**src/rtl/rtc_pkg.sv**
```systemverilog
package rtc_pkg;
    localparam int IDX_W = 4;
    localparam int CAL_N = 10;
    localparam logic [IDX_W-1:0] IDX_TB   = 4'hA;
    localparam logic [IDX_W-1:0] IDX_MODE = 4'hB;
    localparam logic [IDX_W-1:0] IDX_MAX  = 4'hD;

    localparam logic [7:0] TB_RESET   = 8'h26;
    localparam logic [7:0] TB_BUSY    = 8'h80;
    localparam logic [7:0] MODE_IEN   = 8'h40;
    localparam logic [7:0] MODE_SQW   = 8'h08;
    localparam logic [7:0] MODE_FIXED = 8'h06;
    localparam logic [7:0] MODE_RESET = MODE_IEN | MODE_FIXED;

    typedef enum logic [1:0] {SEL_CAL, SEL_TB, SEL_MODE, SEL_ZERO} sel_e;
    typedef enum logic {TMR_IDLE, TMR_RUN} tmr_e;

    function automatic sel_e classify(input logic [IDX_W-1:0] i);
        if (i < IDX_TB)        return SEL_CAL;
        else if (i == IDX_TB)  return SEL_TB;
        else if (i == IDX_MODE) return SEL_MODE;
        else                   return SEL_ZERO;
    endfunction
endpackage

```
**src/rtl/rtc_index.sv**
```systemverilog
module rtc_index
    import rtc_pkg::*;
(
    input  logic             clk,
    input  logic             rst_n,
    input  logic             load,
    input  logic [7:0]       wdata,
    output logic [IDX_W-1:0] idx,
    output sel_e             sel,
    output logic             bad
);
    assign bad = load && (wdata > {4'h0, IDX_MAX});

    always_ff @(posedge clk) begin
        if (!rst_n)
            idx <= '0;
        else if (load && !bad)
            idx <= wdata[IDX_W-1:0];
    end

    assign sel = classify(idx);
endmodule

```
**src/rtl/rtc_store.sv**
```systemverilog
module rtc_store
    import rtc_pkg::*;
#(
    parameter int INIT_YEAR  = 2024,
    parameter bit YEAR_BCD   = 1'b1,
    parameter int INIT_MON0  = 0,
    parameter int INIT_MDAY  = 1,
    parameter int INIT_HOUR  = 0,
    parameter int INIT_MIN   = 0,
    parameter int INIT_SEC   = 0,
    parameter int INIT_WDAY0 = 0
) (
    input  logic             clk,
    input  logic             rst_n,
    input  logic             wr,
    input  logic             rd,
    input  sel_e             sel,
    input  logic [IDX_W-1:0] idx,
    input  logic [7:0]       wdata,
    output logic [7:0]       rdata,
    output logic             wr_bad,
    output logic             arm,
    output logic             disarm,
    output logic [7:0]       mode_q
);
    localparam int YR2 = INIT_YEAR % 100;
    localparam logic [7:0] YEAR_BYTE = YEAR_BCD ? 8'(((YR2 / 10) << 4) | (YR2 % 10))
                                                : 8'(INIT_YEAR - 1900);

    function automatic logic [7:0] cal_init(input int i);
        case (i)
            0:       return 8'(INIT_SEC);
            2:       return 8'(INIT_MIN);
            4:       return 8'(INIT_HOUR);
            6:       return 8'(INIT_WDAY0 + 1);
            7:       return 8'(INIT_MDAY);
            8:       return 8'(INIT_MON0 + 1);
            9:       return YEAR_BYTE;
            default: return 8'h00;
        endcase
    endfunction

    logic [7:0] cal_q [CAL_N];
    logic [7:0] tb_q;
    logic [7:0] cal_rd;
    logic       wr_ok;

    for (genvar g = 0; g < CAL_N; g++) begin : g_cal
        always_ff @(posedge clk) begin
            if (!rst_n)
                cal_q[g] <= cal_init(g);
            else if (wr && sel == SEL_CAL && idx == IDX_W'(g))
                cal_q[g] <= wdata;
        end
    end

    always_comb begin
        cal_rd = 8'h00;
        for (int i = 0; i < CAL_N; i++)
            if (idx == IDX_W'(i)) cal_rd = cal_q[i];
    end

    always_comb begin
        wr_bad = 1'b0;
        if (wr) begin
            unique case (sel)
                SEL_CAL:  wr_bad = 1'b0;
                SEL_TB:   wr_bad = (wdata != TB_RESET);
                SEL_MODE: wr_bad = ((wdata & ~(MODE_IEN | MODE_SQW)) != MODE_FIXED);
                SEL_ZERO: wr_bad = 1'b1;
            endcase
        end
    end

    assign wr_ok  = wr && !wr_bad && sel == SEL_MODE;
    assign arm    = wr_ok && wdata[6];
    assign disarm = wr_ok && !wdata[6];

    always_ff @(posedge clk) begin
        if (!rst_n) begin
            tb_q   <= TB_RESET;
            mode_q <= MODE_RESET;
        end else if (wr && !wr_bad) begin
            if (sel == SEL_TB)   tb_q   <= wdata;
            if (sel == SEL_MODE) mode_q <= wdata;
        end else if (rd && sel == SEL_TB) begin
            tb_q <= tb_q ^ TB_BUSY;
        end
    end

    always_ff @(posedge clk) begin
        if (!rst_n)
            rdata <= 8'h00;
        else if (rd) begin
            unique case (sel)
                SEL_CAL:  rdata <= cal_rd;
                SEL_TB:   rdata <= tb_q ^ TB_BUSY;
                SEL_MODE: rdata <= mode_q;
                SEL_ZERO: rdata <= 8'h00;
            endcase
        end
    end
endmodule

```
**src/rtl/rtc_ptimer.sv**
```systemverilog
module rtc_ptimer
    import rtc_pkg::*;
#(
    parameter int TICKS = 16
) (
    input  logic clk,
    input  logic rst_n,
    input  logic arm,
    input  logic disarm,
    output logic irq,
    output logic running
);
    localparam int CW = (TICKS > 2) ? $clog2(TICKS) : 1;
    localparam logic [CW-1:0] RELOAD = CW'(TICKS - 1);

    tmr_e       state, nxt;
    logic [CW-1:0] cnt;

    always_ff @(posedge clk) begin
        if (!rst_n) state <= TMR_RUN;
        else        state <= nxt;
    end

    always_comb begin
        nxt = state;
        unique case (state)
            TMR_IDLE: if (arm)    nxt = TMR_RUN;
            TMR_RUN:  if (disarm) nxt = TMR_IDLE;
        endcase
    end

    always_ff @(posedge clk) begin
        if (!rst_n) begin
            cnt <= RELOAD;
            irq <= 1'b0;
        end else begin
            irq <= 1'b0;
            unique case (state)
                TMR_IDLE: cnt <= RELOAD;
                TMR_RUN: begin
                    if (disarm) begin
                        cnt <= RELOAD;
                    end else if (cnt == '0) begin
                        cnt <= RELOAD;
                        irq <= 1'b1;
                    end else begin
                        cnt <= cnt - 1'b1;
                    end
                end
            endcase
        end
    end

    assign running = (state == TMR_RUN);
endmodule

```
**src/rtl/rtc_regfile.sv**
```systemverilog
module rtc_regfile
    import rtc_pkg::*;
#(
    parameter int TICKS      = 16,
    parameter int INIT_YEAR  = 2024,
    parameter bit YEAR_BCD   = 1'b1,
    parameter int INIT_MON0  = 0,
    parameter int INIT_MDAY  = 1,
    parameter int INIT_HOUR  = 0,
    parameter int INIT_MIN   = 0,
    parameter int INIT_SEC   = 0,
    parameter int INIT_WDAY0 = 0
) (
    input  logic       clk,
    input  logic       rst_n,
    input  logic       addr_wr,
    input  logic       data_wr,
    input  logic       data_rd,
    input  logic [7:0] wdata,
    output logic [7:0] rdata,
    output logic       err,
    output logic       irq
);
    logic [IDX_W-1:0] idx;
    sel_e             sel;
    logic             idx_bad, st_bad, arm, disarm, running;
    logic             wr_en, rd_en;
    logic [7:0]       mode_q;

    assign wr_en = data_wr && !addr_wr;
    assign rd_en = data_rd && !addr_wr && !data_wr;

    rtc_index u_index (
        .clk(clk), .rst_n(rst_n), .load(addr_wr), .wdata(wdata),
        .idx(idx), .sel(sel), .bad(idx_bad)
    );

    rtc_store #(
        .INIT_YEAR(INIT_YEAR), .YEAR_BCD(YEAR_BCD), .INIT_MON0(INIT_MON0),
        .INIT_MDAY(INIT_MDAY), .INIT_HOUR(INIT_HOUR), .INIT_MIN(INIT_MIN),
        .INIT_SEC(INIT_SEC), .INIT_WDAY0(INIT_WDAY0)
    ) u_store (
        .clk(clk), .rst_n(rst_n), .wr(wr_en), .rd(rd_en), .sel(sel), .idx(idx),
        .wdata(wdata), .rdata(rdata), .wr_bad(st_bad), .arm(arm),
        .disarm(disarm), .mode_q(mode_q)
    );

    rtc_ptimer #(.TICKS(TICKS)) u_timer (
        .clk(clk), .rst_n(rst_n), .arm(arm), .disarm(disarm),
        .irq(irq), .running(running)
    );

    always_ff @(posedge clk) begin
        if (!rst_n) err <= 1'b0;
        else        err <= idx_bad || st_bad;
    end
endmodule

```
**config.mk**
```make
export PLATFORM = sky130hd
export DESIGN_NAME = rtc_regfile
export DESIGN_NICKNAME = d
export VERILOG_FILES = /design/src/rtl/rtc_pkg.sv /design/src/rtl/rtc_index.sv /design/src/rtl/rtc_store.sv /design/src/rtl/rtc_ptimer.sv /design/src/rtl/rtc_regfile.sv
export SDC_FILE = /design/constraint.sdc
export NUM_CORES = 1
export LEC_CHECK = 0
export ABC_AREA = 1
export BUFFER_PORTS_ARGS = -buffer_cell sky130_fd_sc_hd__buf_2
export CORE_UTILIZATION = 35
export CTS_CLUSTER_SIZE = 25
export DETAILED_ROUTE_END_ITERATION = 7
export GPL_ROUTABILITY_DRIVEN = 1
export HOLD_SLACK_MARGIN = 0.05
export PLACE_DENSITY = 0.47
export SYNTH_ARGS = -nofsm -noshare
export SYNTH_HDL_FRONTEND = slang
export SYNTH_SLANG_ARGS = --single-unit
```
**constraint.sdc**
```tcl
create_clock -name clk -period 3.8 [get_ports clk]
set_input_delay 0.95 -clock clk [delete_from_list [all_inputs] [get_ports clk]]
set_output_delay 0.95 -clock clk [all_outputs]
set_load 0.03 [all_outputs]
```
==> reports/results.tsv <==
metric	value	unit
vias	3848	
path_class	in2reg	
dieArea	0.0151	mm2
r2r_end	u_store.cal_q[1][14]	
fin_util	42.9	%
finalCriticalPeriod	2.32	ns
synth-warning-count	0	
grtUsageMet3	4.79	%
detail_route.wirelength	13500	um
min_from	u_timer.cnt[0]	
rsz0062_at_grt	no	
final.setup.worst_slack	1.48	ns
cts_sinks	114	
crit_chain	buf_2 -> inv_1 -> o211ai_1 -> nand3b_1 -> nand2_1 -> nand2_1 -> nor2_4 -> nand2_2 -> o21ai_0 -> nand2_1	
design.core.area	0.0140	mm2
antenna_cells	0	
grt_busiest_layer	met2	
slew_viol_final	0	
cp_max_fo	11	
worstSkewPairLatency	0.42	ns
peakVddDrop	0.304	mV
grtUsageMet2	30.5	%
synth_edf_count	80	
path_delay_family	simple AND/OR/NAND/NOR gates	
cts_hold_buf	0	
start_util	36.4	%
cts_setup_buffers	0	
postRouteAntennaNets	0	
numCtsBuffers	17	
critPathBufInv	2	
tightestPinTransition	0.785	ns
reg2regPathDepth	7	
yosysSeqAreaShare	60.4	%
avgSynthCellArea	9.02	um2
rows	43	
post-synth-top-count-cell	nor2_1	
dp_hpwl	9340	um
antenna_found_initial	0	
drc	0	
status	completed	
synth_cell_types	32	
htree_levels	4	
whs_path_depth	1	
synth-main-ff-cell	edfxtp_1	
end_kind	register	
ios	23	
cts-root-buf	clkbuf_16	
io_buffers	22	
r2r_setup_slack	1.56	ns
synth_area	0.00511	mm2
async_flop_share	0	%
fp.dieW	123	um
arrival	2.61	ns
slowest_stage	inv_1	
cts-resized-gates	0	
p_per_area	515	mW/mm2
wire_per_inst	17.0	um
max_freq	432	MHz
post-route-period-util	60.9	%
cts_tree	yes	
r2r-start	u_index.idx[1]	
tns	0	ns
crit_path_start_kind	primary input	
gp_congestion	0.787	
place_ws	1.04	ns
grt_max_degree	31	
drtIter0Drc	284	
synth_nets	580	
clkTransAtPathRegs	0.06	ns
syn-instance-count	566	
max_stage_delay	0.45	ns
netlist_top_cells_count	122 x nor2_1, 109 x nand2_1, 80 x edfxtp_1	
hold_viol_final	0	
clk_path_buf_depth	2	
grt_pass1_wl	21100	um
relSlewSlack	47.6	%
leakage	2.46	nW
setup_viol	0	
synth_area_leaders	edfxtp_1 47%, dfxtp_1 13%, nor2_1 9.0%	
min_to	u_timer.cnt[0]	
drt_first_pass_iters	5	
grt_usage	19.8	%
cp.required	4.10	ns
routed_via_density	4.86	
first_global_vias	3792	
die_h	123	um
crit_path_frequent_cell	nand2_1	
cap_violations	0	
synth_top_cell_by_area	edfxtp_1	
hold_path_class	reg2reg	
gr-total-overflow	0	
drive_gt1_share	15.2	%
area_growth	17.9	%
nets	613	
synth_top_cell_area_share	47.0	%
synth_seq_cells	114	
fin_skew	0.00982	ns
grt_use_met1	25.2	%
## state kept, by name (all words and copies together), names as in the netlist
name            count
u_store.cal_q      80
u_store.mode_q      8
err                 1
u_index.idx         4
u_store.tb_q        8
u_store.rdata       8
u_timer.cnt         4
u_timer.irq         1
## worst reg2reg max path, cell delays in order, from the launching register on
cell     delay (ns)
dfxtp_1        0.47
inv_2          0.13
a21oi_2        0.23
inv_2          0.14
nand2_1        0.39
inv_2          0.19
nand3_1        0.31
nor2_1         0.09
## report_power, final
part	internal, mW	total [mW]	switching, mW
clock network	1.01	1.55	0.538
registers	1.37	1.38	0.0146
logic	0.0393	0.166	0.126
## cell usage in the layout, fill, tap and decap left out, types with 2 or more instances in the layout
cell,Yosys,layout
nor2_4,7,7
buf_4,1,7
or2_0,3,3
inv_1,62,62
nand3_1,34,34
nor4_1,2,2
nand2_2,3,3
inv_2,13,13
nor3_1,9,9
nor3_2,4,4
xnor2_1,2,2
edfxtp_1,80,80
nand4_1,19,19
clkbuf_16,0,19
nor2_1,122,122
a21oi_1,6,6
nor2_2,4,4
clkbuf_8,0,6
o21ai_0,17,17
dfxtp_1,34,34
nand2_1,109,109
buf_2,2,22
clkinv_1,2,2
nand3b_1,2,2
a21oi_2,5,5
clkbuf_1,10,5
clkinv_2,0,2
o22ai_1,6,6
## how the worst max path moves through the flow
| stage | startpoint | to | slack [ns] | depth (start not counted) |
|---|---|---|---|---|
| floorplan | data_wr | u_store.cal_q[1][0] | 1.40 | 5 |
| global placement | wdata[5] | u_store.mode_q[6] | 1.10 | 10 |
| detailed placement | wdata[5] | u_store.mode_q[6] | 1.04 | 10 |
| CTS | wdata[5] | u_store.mode_q[6] | 1.49 | 10 |
| global route | wdata[7] | u_store.mode_q[6] | 1.28 | 10 |
| finish | wdata[7] | u_store.mode_q[6] | 1.48 | 10 |
## metrics by stage
stage / hold slack, ns / std cells / power [mW] / area, um2
2_1_floorplan: 0.397 / 566 / 1.50 / 5110
3_3_place_gp: 0.422 / 760 / 1.57 / 5430
3_5_place_dp: 0.420 / 760 / 1.57 / 5430
4_1_cts: 0.432 / 792 / 3.13 / 6020
5_1_grt: 0.452 / 792 / 3.20 / 6020
6_report: 0.436 / 792 / 3.10 / 6020
## cell type report
type | instances | area (um2)
Fill cell | 1384 | 8020
Sequential cell | 114 | 3080
Multi-Input combinational cell | 360 | 1670
Clock buffer | 30 | 577
Inverter | 77 | 289
Tap cell | 180 | 225
Timing Repair Buffer | 29 | 163
Clock inverter | 2 | 10.0
## routing by layer
layer,vias up,wire (um)
met3,33,771
met2,115,6080
met4,0,521
met1,1782,6100
li1,1918,-
met5,-,0
## logic make-up after synthesis
logic type	count (synthesis)	share of synthesized area [%]
AOI/OAI and AO/OA	38	4.41
adders and majority gates	1	0.245
xor gates and xnor gates	2	0.343
buffers and inverters	92	6.89
and+or+nand+nor	319	27.7
DFF	114	60.4
Power figures use the tool's default switching activity.
